`config.mk`:
```
export PLATFORM = sky130hd
export DESIGN_NAME = usb_sie_status
export DESIGN_NICKNAME = d
export VERILOG_FILES = /design/src/rtl/sie_stat_pkg.sv /design/src/rtl/sie_stat_ctrl.sv /design/src/rtl/sie_stat_dp.sv /design/src/rtl/usb_sie_status.sv
export SDC_FILE = /design/constraint.sdc
export NUM_CORES = 1
export LEC_CHECK = 0
export ABC_AREA = 1
export BUFFER_PORTS_ARGS = -buffer_cell sky130_fd_sc_hd__buf_2
export CELL_PAD_IN_SITES_DETAIL_PLACEMENT = 1
export CELL_PAD_IN_SITES_GLOBAL_PLACEMENT = 1
export CORE_MARGIN = 4
export CORE_UTILIZATION = 33
export DETAILED_ROUTE_END_ITERATION = 8
export PLACE_DENSITY_LB_ADDON = 0.08
export SLEW_MARGIN = 30
export SYNTH_ARGS = -nofsm -noshare
export SYNTH_HDL_FRONTEND = slang
export SYNTH_SLANG_ARGS = --single-unit
export TNS_END_PERCENT = 100
```
`constraint.sdc`:
```
create_clock -name clk -period 2.7 [get_ports clk]
set_input_delay 0.405 -clock clk [delete_from_list [all_inputs] [get_ports clk]]
set_output_delay 0.405 -clock clk [all_outputs]
set_load 0.03 [all_outputs]
```
`src/rtl/sie_stat_pkg.sv`:
```
package sie_stat_pkg;
  localparam int REG_W      = 8;
  localparam int NUM_STICKY = 4;   // err, out, noResp, crc

  localparam int POS_AUTO   = 0;
  localparam int POS_ERR    = 1;
  localparam int POS_OUT    = 2;
  localparam int POS_IN     = 3;
  localparam int POS_NORESP = 4;
  localparam int POS_CRC    = 5;
  localparam int POS_NAKMSK = 6;

  // sticky index -> register bit position
  function automatic int stickyPos(input int idx);
    case (idx)
      0:       return POS_ERR;
      1:       return POS_OUT;
      2:       return POS_NORESP;
      default: return POS_CRC;
    endcase
  endfunction

  typedef struct packed {
    logic                  fwRegWr;
    logic [NUM_STICKY-1:0] stickySet;
    logic [NUM_STICKY-1:0] stickyHwClr;
    logic                  inSet;
    logic                  inClr;
    logic                  addrLoadNow;
    logic                  addrHold;
    logic                  addrFire;
    logic                  nakPulse;
  } sie_strobe_t;
endpackage

```
`src/rtl/sie_stat_ctrl.sv`:
```
module sie_stat_ctrl
  import sie_stat_pkg::*;
(
  input  logic        clk,
  input  logic        rst,
  input  logic        evSetup,
  input  logic        evIn,
  input  logic        evOut,
  input  logic        evOutZero,
  input  logic        evInAck,
  input  logic        evCrcErr,
  input  logic        evFifoErr,
  input  logic        evNoResp,
  input  logic        evNakSent,
  input  logic        regWrEn,
  input  logic        addrWrEn,
  input  logic        autoAddrBit,
  input  logic        nakMaskBit,
  output sie_strobe_t stb
);
  logic pendingQ;

  always_comb begin
    stb             = '0;
    stb.fwRegWr     = regWrEn;
    stb.stickySet   = {evCrcErr, evNoResp, evOut, evFifoErr};
    stb.stickyHwClr = {1'b0, 1'b0, evSetup, 1'b0};
    stb.inSet       = evIn;
    stb.inClr       = evSetup | evOut | evOutZero;
    stb.addrLoadNow = addrWrEn & ~autoAddrBit;
    stb.addrHold    = addrWrEn;
    // an acknowledge in the arming cycle belongs to an earlier transfer
    stb.addrFire    = evInAck & pendingQ & ~addrWrEn;
    stb.nakPulse    = evNakSent & ~nakMaskBit;
  end

  always_ff @(posedge clk) begin
    if (rst)                 pendingQ <= 1'b0;
    else if (addrWrEn)       pendingQ <= autoAddrBit;
    else if (stb.addrFire)   pendingQ <= 1'b0;
  end
endmodule

```
`src/rtl/sie_stat_dp.sv`:
```
module sie_stat_dp
  import sie_stat_pkg::*;
#(
  parameter int ADDR_W = 7
) (
  input  logic              clk,
  input  logic              rst,
  input  sie_strobe_t       stb,
  input  logic [REG_W-1:0]  regWrData,
  input  logic [ADDR_W-1:0] addrWrData,
  output logic [REG_W-1:0]  regRdData,
  output logic [ADDR_W-1:0] devAddr,
  output logic              irq,
  output logic              autoAddrBit,
  output logic              nakMaskBit
);
  logic [NUM_STICKY-1:0] stickyQ;
  logic                  inQ;
  logic [ADDR_W-1:0]     addrHoldQ;
  logic [ADDR_W-1:0]     devAddrQ;
  logic                  irqQ;
  logic                  autoQ;
  logic                  nakMskQ;

  // hardware set outranks every clear
  for (genvar gi = 0; gi < NUM_STICKY; gi++) begin : g_sticky
    localparam int BitPos = stickyPos(gi);
    logic fwClr;
    assign fwClr = stb.fwRegWr & ~regWrData[BitPos];
    always_ff @(posedge clk) begin
      if (rst) stickyQ[gi] <= 1'b0;
      else     stickyQ[gi] <= stb.stickySet[gi] |
                              (stickyQ[gi] & ~fwClr & ~stb.stickyHwClr[gi]);
    end
  end

  always_ff @(posedge clk) begin
    if (rst) begin
      inQ       <= 1'b0;
      autoQ     <= 1'b0;
      nakMskQ   <= 1'b0;
      irqQ      <= 1'b0;
      addrHoldQ <= '0;
      devAddrQ  <= '0;
    end else begin
      inQ  <= stb.inSet | (inQ & ~stb.inClr);
      irqQ <= stb.nakPulse;
      if (stb.fwRegWr) begin
        autoQ   <= regWrData[POS_AUTO];
        nakMskQ <= regWrData[POS_NAKMSK];
      end
      if (stb.addrHold)   addrHoldQ <= addrWrData;
      if (stb.addrLoadNow)   devAddrQ <= addrWrData;
      else if (stb.addrFire) devAddrQ <= addrHoldQ;
    end
  end

  always_comb begin
    regRdData             = '0;
    regRdData[POS_AUTO]   = autoQ;
    regRdData[POS_IN]     = inQ;
    regRdData[POS_NAKMSK] = nakMskQ;
    for (int i = 0; i < NUM_STICKY; i++)
      regRdData[stickyPos(i)] = stickyQ[i];
  end

  assign devAddr     = devAddrQ;
  assign irq         = irqQ;
  assign autoAddrBit = autoQ;
  assign nakMaskBit  = nakMskQ;
endmodule

```
`src/rtl/usb_sie_status.sv`:
```
module usb_sie_status
  import sie_stat_pkg::*;
#(
  parameter int ADDR_W = 7
) (
  input  logic              clk,
  input  logic              rst,
  input  logic              evSetup,
  input  logic              evIn,
  input  logic              evOut,
  input  logic              evOutZero,
  input  logic              evInAck,
  input  logic              evCrcErr,
  input  logic              evFifoErr,
  input  logic              evNoResp,
  input  logic              evNakSent,
  input  logic              regWrEn,
  input  logic [7:0]        regWrData,
  input  logic              addrWrEn,
  input  logic [ADDR_W-1:0] addrWrData,
  output logic [7:0]        regRdData,
  output logic [ADDR_W-1:0] devAddr,
  output logic              irq
);
  sie_strobe_t stb;
  logic        autoAddrBit;
  logic        nakMaskBit;

  sie_stat_ctrl ctrl_i (
    .clk(clk), .rst(rst),
    .evSetup(evSetup), .evIn(evIn), .evOut(evOut), .evOutZero(evOutZero),
    .evInAck(evInAck), .evCrcErr(evCrcErr), .evFifoErr(evFifoErr),
    .evNoResp(evNoResp), .evNakSent(evNakSent),
    .regWrEn(regWrEn), .addrWrEn(addrWrEn),
    .autoAddrBit(autoAddrBit), .nakMaskBit(nakMaskBit),
    .stb(stb)
  );

  sie_stat_dp #(.ADDR_W(ADDR_W)) dp_i (
    .clk(clk), .rst(rst), .stb(stb),
    .regWrData(regWrData), .addrWrData(addrWrData),
    .regRdData(regRdData), .devAddr(devAddr), .irq(irq),
    .autoAddrBit(autoAddrBit), .nakMaskBit(nakMaskBit)
  );
endmodule

```
==> results of run 1 <==
==> synth_stat cells <==
cell type,count
nor3_1,1
inv_2,1
nand2_2,1
buf_6,1
buf_2,3
a21oi_1,13
conb_1,1
buf_4,4
nand3_1,8
dfxtp_1,23
nor2_1,21
o21ai_0,13
o21ai_2,1
nand2_1,33
inv_1,21
==> worst paths after layout <==
path	cells past startpoint	slack [ns]	startpoint	to
max	1	1.39	dp_i.autoAddrBit$_SDFFE_PP0P_	regRdData[0]
min	3	0.30	evIn	dp_i.inQ$_SDFF_PP0_
max reg2reg	6	1.47	dp_i.autoAddrBit$_SDFFE_PP0P_	dp_i.devAddr[5]$_SDFFE_PP0P_
min reg2reg	1	0.44	dp_i.nakMaskBit$_SDFFE_PP0P_	dp_i.irq$_SDFF_PP0_
==> routing by layer <==
metal,GRT usage [%],share of wire (%)
met1,17.0,48
met2,19.5,46
met3,3.06,4.2
met4,5.79,1.1
met5,0,0
==> logic make-up (layout without fill, tap and decap cells) <==
kind of cell,Yosys count,after routing
simple gates,64,64
buf+inv,30,66
compound gates,27,27
flops,23,23
other cells,1,1
==> cell type report <==
class                           count  share of cell area, %
Timing Repair Buffer               40                   16.6
Tap cell                           31                   3.22
Clock buffer                        4                   2.18
Sequential cell                    23                   38.2
Multi-Input combinational cell     92                   32.9
Inverter                           22                   6.85
==> flip-flops by register name, indices dropped and copies added, names as in the netlist <==
register,cells
dp_i.irq,1
dp_i.autoAddrBit,1
dp_i.inQ,1
ctrl_i.pendingQ,1
dp_i.regRdData,4
dp_i.devAddr,7
dp_i.nakMaskBit,1
dp_i.addrHoldQ,7
==> report_power, final <==
part	total, mW	leakage [nW]	internal [mW]	switching, mW
Clock	0.152	0.0150	0.0576	0.0944
Combinational	0.149	0.462	0.0496	0.0995
Sequential	0.376	0.191	0.365	0.0110
Total	0.677	0.668	0.472	0.205
==> stage by stage <==
step           hold slack [ns]  util [%]  setup WS [ns]
6_report                 0.301      42.6           1.39
5_1_grt                  0.281      42.6           1.32
4_1_cts                  0.292      42.6           1.37
3_5_place_dp             0.428      41.7           1.14
3_3_place_gp             0.417      41.7           1.19
2_1_floorplan            0.407         -           1.69
==> out/qor.csv, run 1 <==
metric;value;unit
period_minus_slack;1.31;ns
num_rows;19;
clockRootBuffer;clkbuf_4;
grt_pass1_wl;4.08;mm
setup_total_negative_slack;0;ns
ys_top_cells_by_area;dfxtp_1, nand2_1, inv_1;
placed_area;1180;sq um
synth_top_cell_by_area;dfxtp_1;
die_h;62.9;microns
yosys_warnings;0;
diodes;0;
clk_latency;0.30;ns
synth_mux_area_share;0;%
crit_chain;buf_2;
total_power;0.677;mW
cts_made_buffers;3;
drcViolationCount;0;
hold_path_class;in2reg;
clockBufferDepth;2;
clock-sinks;23;
finalMaxSlewViolations;0;
crit_arrival;0.91;ns
vias_per_cell;4.62;
required;2.30;ns
drt-total-wl;2.35;mm
synth.cell_area;996;sq um
crit_type;reg2out;
area_delta_synth_final;21.0;%
maxCapViolCount;0;
hold_buffers;0;
synth-compound-area-share;13.9;%
synth_top_family_by_area;simple AND/OR/NAND/NOR gates;
grt_max_degree;25;
drive_gt1_share;25.4;%
track_usage;12.8;%
setup_viol;0;
synthXorXnorAreaFrac;0;%
critPathTopFamily;flip-flops;
final_cell_area;1200;sq um
ctsHtreeMaxLevel;1;
synth_cell_types;15;
ir_drop;275;uV
path_max_fanout;3;
first_iter_violations;24;
status;complete, no violations;
skew;0.00318;ns
dp_hpwl;1.84;mm
fp.coreArea;2830;sq um
final_common_cell;buf_2;
dr.pass1.iters;4;
power_density;562;nW/um^2
p_leak;0.668;nW
placed_cells;208;
cts_tree;done;
wl_per_cell;11.1;microns
syn_inst;145;
critPathBufInv;1;
synthAdderAreaFrac;0;%
die_w;62.9;microns
rsz0062_at_grt;false;
finalCritPeriodShare;48.6;%
fin_nets;210;
syn-num-nets;173;
max_stage_delay;0.39;ns
nFillCells;395;
ant_nets;0;
ys_seq_area_share;46.2;%
postCtsSetupBuffers;0;
cts_resized;0;
end_kind;primary output;
antenna_found_initial;0;
hold_viol_final;0;
seqCellArea;460;sq um
ios;44;
synth_area_per_cell;6.87;sq um
first_global_vias;914;
final_cell_mix;buf_2, nand2_1, dfxtp_1;
path_clk_slew;0.12;ns
grt_remaining_overflow;0;
yosys.area_share.simple;25.5;%
stdcell_count;212;
multi_input_area;397;sq um
design.die.area;3960;sq um
cp_slowest_cell;dfxtp_1;
netlist.area_leader.share;46.2;%
vias;980;
port_buffers;40;
critPathLaunchType;flip-flop;
ys_ff_latch;23;
routabilityCongestion;0.710;
start_util;35.2;%
fmax;763;MHz
No activity file was read; power rests on OpenSTA's default activity.
==> run 2, diff against run 1 <==
Settings changed: CORE_UTILIZATION 33 to 31.
Clock period 2.7 ns to 1.3 ns, I/O delays scaled along.
==> out/qor.csv, run 2 (synthesis gave the netlist of run 1 again) <==
metric;value;unit;change
stdcell_count;229;;was 212
clock-sinks;23;;unchanged
hold_path_class;in2reg;;unchanged
final_cell_area;1260;sq um;was 1200 sq um
wl_per_cell;10.9;microns;was 11.1 microns
drcViolationCount;0;;unchanged
rr_startpoint;ctrl_i.pendingQ$_SDFFE_PP0P_;;was dp_i.autoAddrBit$_SDFFE_PP0P_
crit_chain;buf_2;;unchanged
grt_remaining_overflow;0;;unchanged
die_w;64.7;microns;was 62.9 microns
power_density;1150;nW/um^2;was 562 nW/um^2
status;complete, no violations;;unchanged
path_clk_slew;0.13;ns;was 0.12 ns
start_util;32.6;%;was 35.2%
clockBufferDepth;2;;unchanged
vias_per_cell;4.39;;was 4.62
drt-total-wl;2.49;mm;was 2.35 mm
finalCritPeriodShare;84.6;%;
placed_cells;225;;was 208
design.die.area;4180;sq um;was 3960 sq um
hold_buffers;0;;unchanged
port_buffers;40;;unchanged
critPathLaunchType;flip-flop;;unchanged
die_h;64.7;microns;was 62.9 microns
clockRootBuffer;clkbuf_4;;unchanged
critPathBufInv;1;;unchanged
p_leak;0.691;nW;was 0.668 nW
cts_tree;done;;unchanged
critPathTopFamily;flip-flops;;unchanged
ant_nets;0;;unchanged
diodes;0;;unchanged
dr.pass1.iters;2;;was 4
grt_pass1_wl;4.37;mm;was 4.08 mm
crit_type;reg2out;;unchanged
drive_gt1_share;27.6;%;was 25.4%
setup_total_negative_slack;0;ns;unchanged
ios;44;;unchanged
first_global_vias;1044;;was 914
vias;1006;;was 980
nFillCells;439;;was 395
setup_viol;0;;unchanged
antenna_found_initial;0;;unchanged
r2r-end;dp_i.devAddr[5]$_SDFFE_PP0P_;;unchanged
clk_latency;0.31;ns;was 0.30 ns
maxCapViolCount;0;;unchanged
required;1.11;ns;was 2.30 ns
whs_path_depth;3;;unchanged
placed_area;1220;sq um;was 1180 sq um
area_delta_synth_final;26.5;%;was 21.0%
crit_arrival;0.90;ns;was 0.91 ns
final_cell_mix;buf_2, nand2_1, dfxtp_1;;unchanged
final_common_cell;buf_2;;unchanged
track_usage;13.4;%;was 12.8%
multi_input_area;404;sq um;was 397 sq um
seqCellArea;460;sq um;unchanged
period_minus_slack;1.10;ns;
reg2reg_depth;5;;was 6
routabilityCongestion;0.748;;was 0.710
fin_nets;214;;was 210
rsz0062_at_grt;false;;unchanged
postCtsSetupBuffers;0;;unchanged
ctsHtreeMaxLevel;1;;unchanged
finalMaxSlewViolations;0;;unchanged
skew;0.00408;ns;was 0.00318 ns
r2r_setup_slack;0.25;ns;was 1.47 ns
cp_slowest_cell;dfxtp_1;;unchanged
grt_max_degree;19;;was 25
ir_drop;526;uV;was 275 uV
first_iter_violations;20;;was 24
hp-start;evIn;;unchanged
path_max_fanout;3;;unchanged
hold_viol_final;0;;unchanged
fmax;910;MHz;
end_kind;primary output;;unchanged
fp.coreArea;3050;sq um;was 2830 sq um
num_rows;20;;was 19
dp_hpwl;1.97;mm;was 1.84 mm
hold_end;dp_i.inQ$_SDFF_PP0_;;unchanged
cts_made_buffers;3;;unchanged
max_stage_delay;0.38;ns;was 0.39 ns
-- run 2: cell type report --
class	instances	area share, %
Clock buffer	3	1.79
Clock inverter	1	0.397
Inverter	22	6.55
Multi-Input combinational cell	92	32.1
Sequential cell	23	36.5
Tap cell	44	4.37
Timing Repair Buffer	44	18.3
-- run 2: worst max path at each step --
| stage | start | to | slack (ns) | cells after the start |
|---|---|---|---|---|
| floorplan | dp_i.autoAddrBit$_SDFFE_PP0P_ | dp_i.devAddr[2]$_SDFFE_PP0P_ | 0.30 | 7 |
| global placement | ctrl_i.pendingQ$_SDFFE_PP0P_ | dp_i.devAddr[5]$_SDFFE_PP0P_ | 0.17 | 5 |
| detailed placement | ctrl_i.pendingQ$_SDFFE_PP0P_ | dp_i.devAddr[5]$_SDFFE_PP0P_ | 0.15 | 5 |
| CTS | ctrl_i.pendingQ$_SDFFE_PP0P_ | dp_i.devAddr[5]$_SDFFE_PP0P_ | 0.13 | 5 |
| global route | ctrl_i.pendingQ$_SDFFE_PP0P_ | dp_i.devAddr[3]$_SDFFE_PP0P_ | 0.08 | 5 |
| finish | dp_i.autoAddrBit$_SDFFE_PP0P_ | regRdData[0] | 0.20 | 1 |
-- run 2: timing repair --
action,in CTS,in global routing
setup endpoints to repair,0,3
hold endpoints to repair,0,0
gates resized for setup,0,1
-- run 2: layer usage --
metal / part of all wire, % / global-route usage (%) / vias up
li1: - / - / 520
met1: 40 / 13.9 / 458
met2: 52 / 24.9 / 26
met3: 7.2 / 4.16 / 2
met4: 0.72 / 5.54 / 0
met5: 0 / 0 / -
-- run 2: power by group --
group | internal [mW] | switching [mW] | total, mW | leakage (nW)
sequential | 0.757 | 0.0235 | 0.781 | 0.191
clock | 0.115 | 0.225 | 0.340 | 0.0177
combinational | 0.113 | 0.211 | 0.324 | 0.482
total | 0.985 | 0.460 | 1.45 | 0.691
-- run 2: per-stage QoR --
stage               setup slack, ns  utilization (%)  hold slack, ns  total power [mW]
floorplan                     0.303                -           0.264              1.02
global placement              0.169             40.1           0.398              1.11
detailed placement            0.146             40.1           0.428              1.13
CTS                           0.126             41.0          0.0643              1.48
global route                 0.0752             41.3          0.0580              1.56
finish                        0.201             41.3          0.0845              1.45
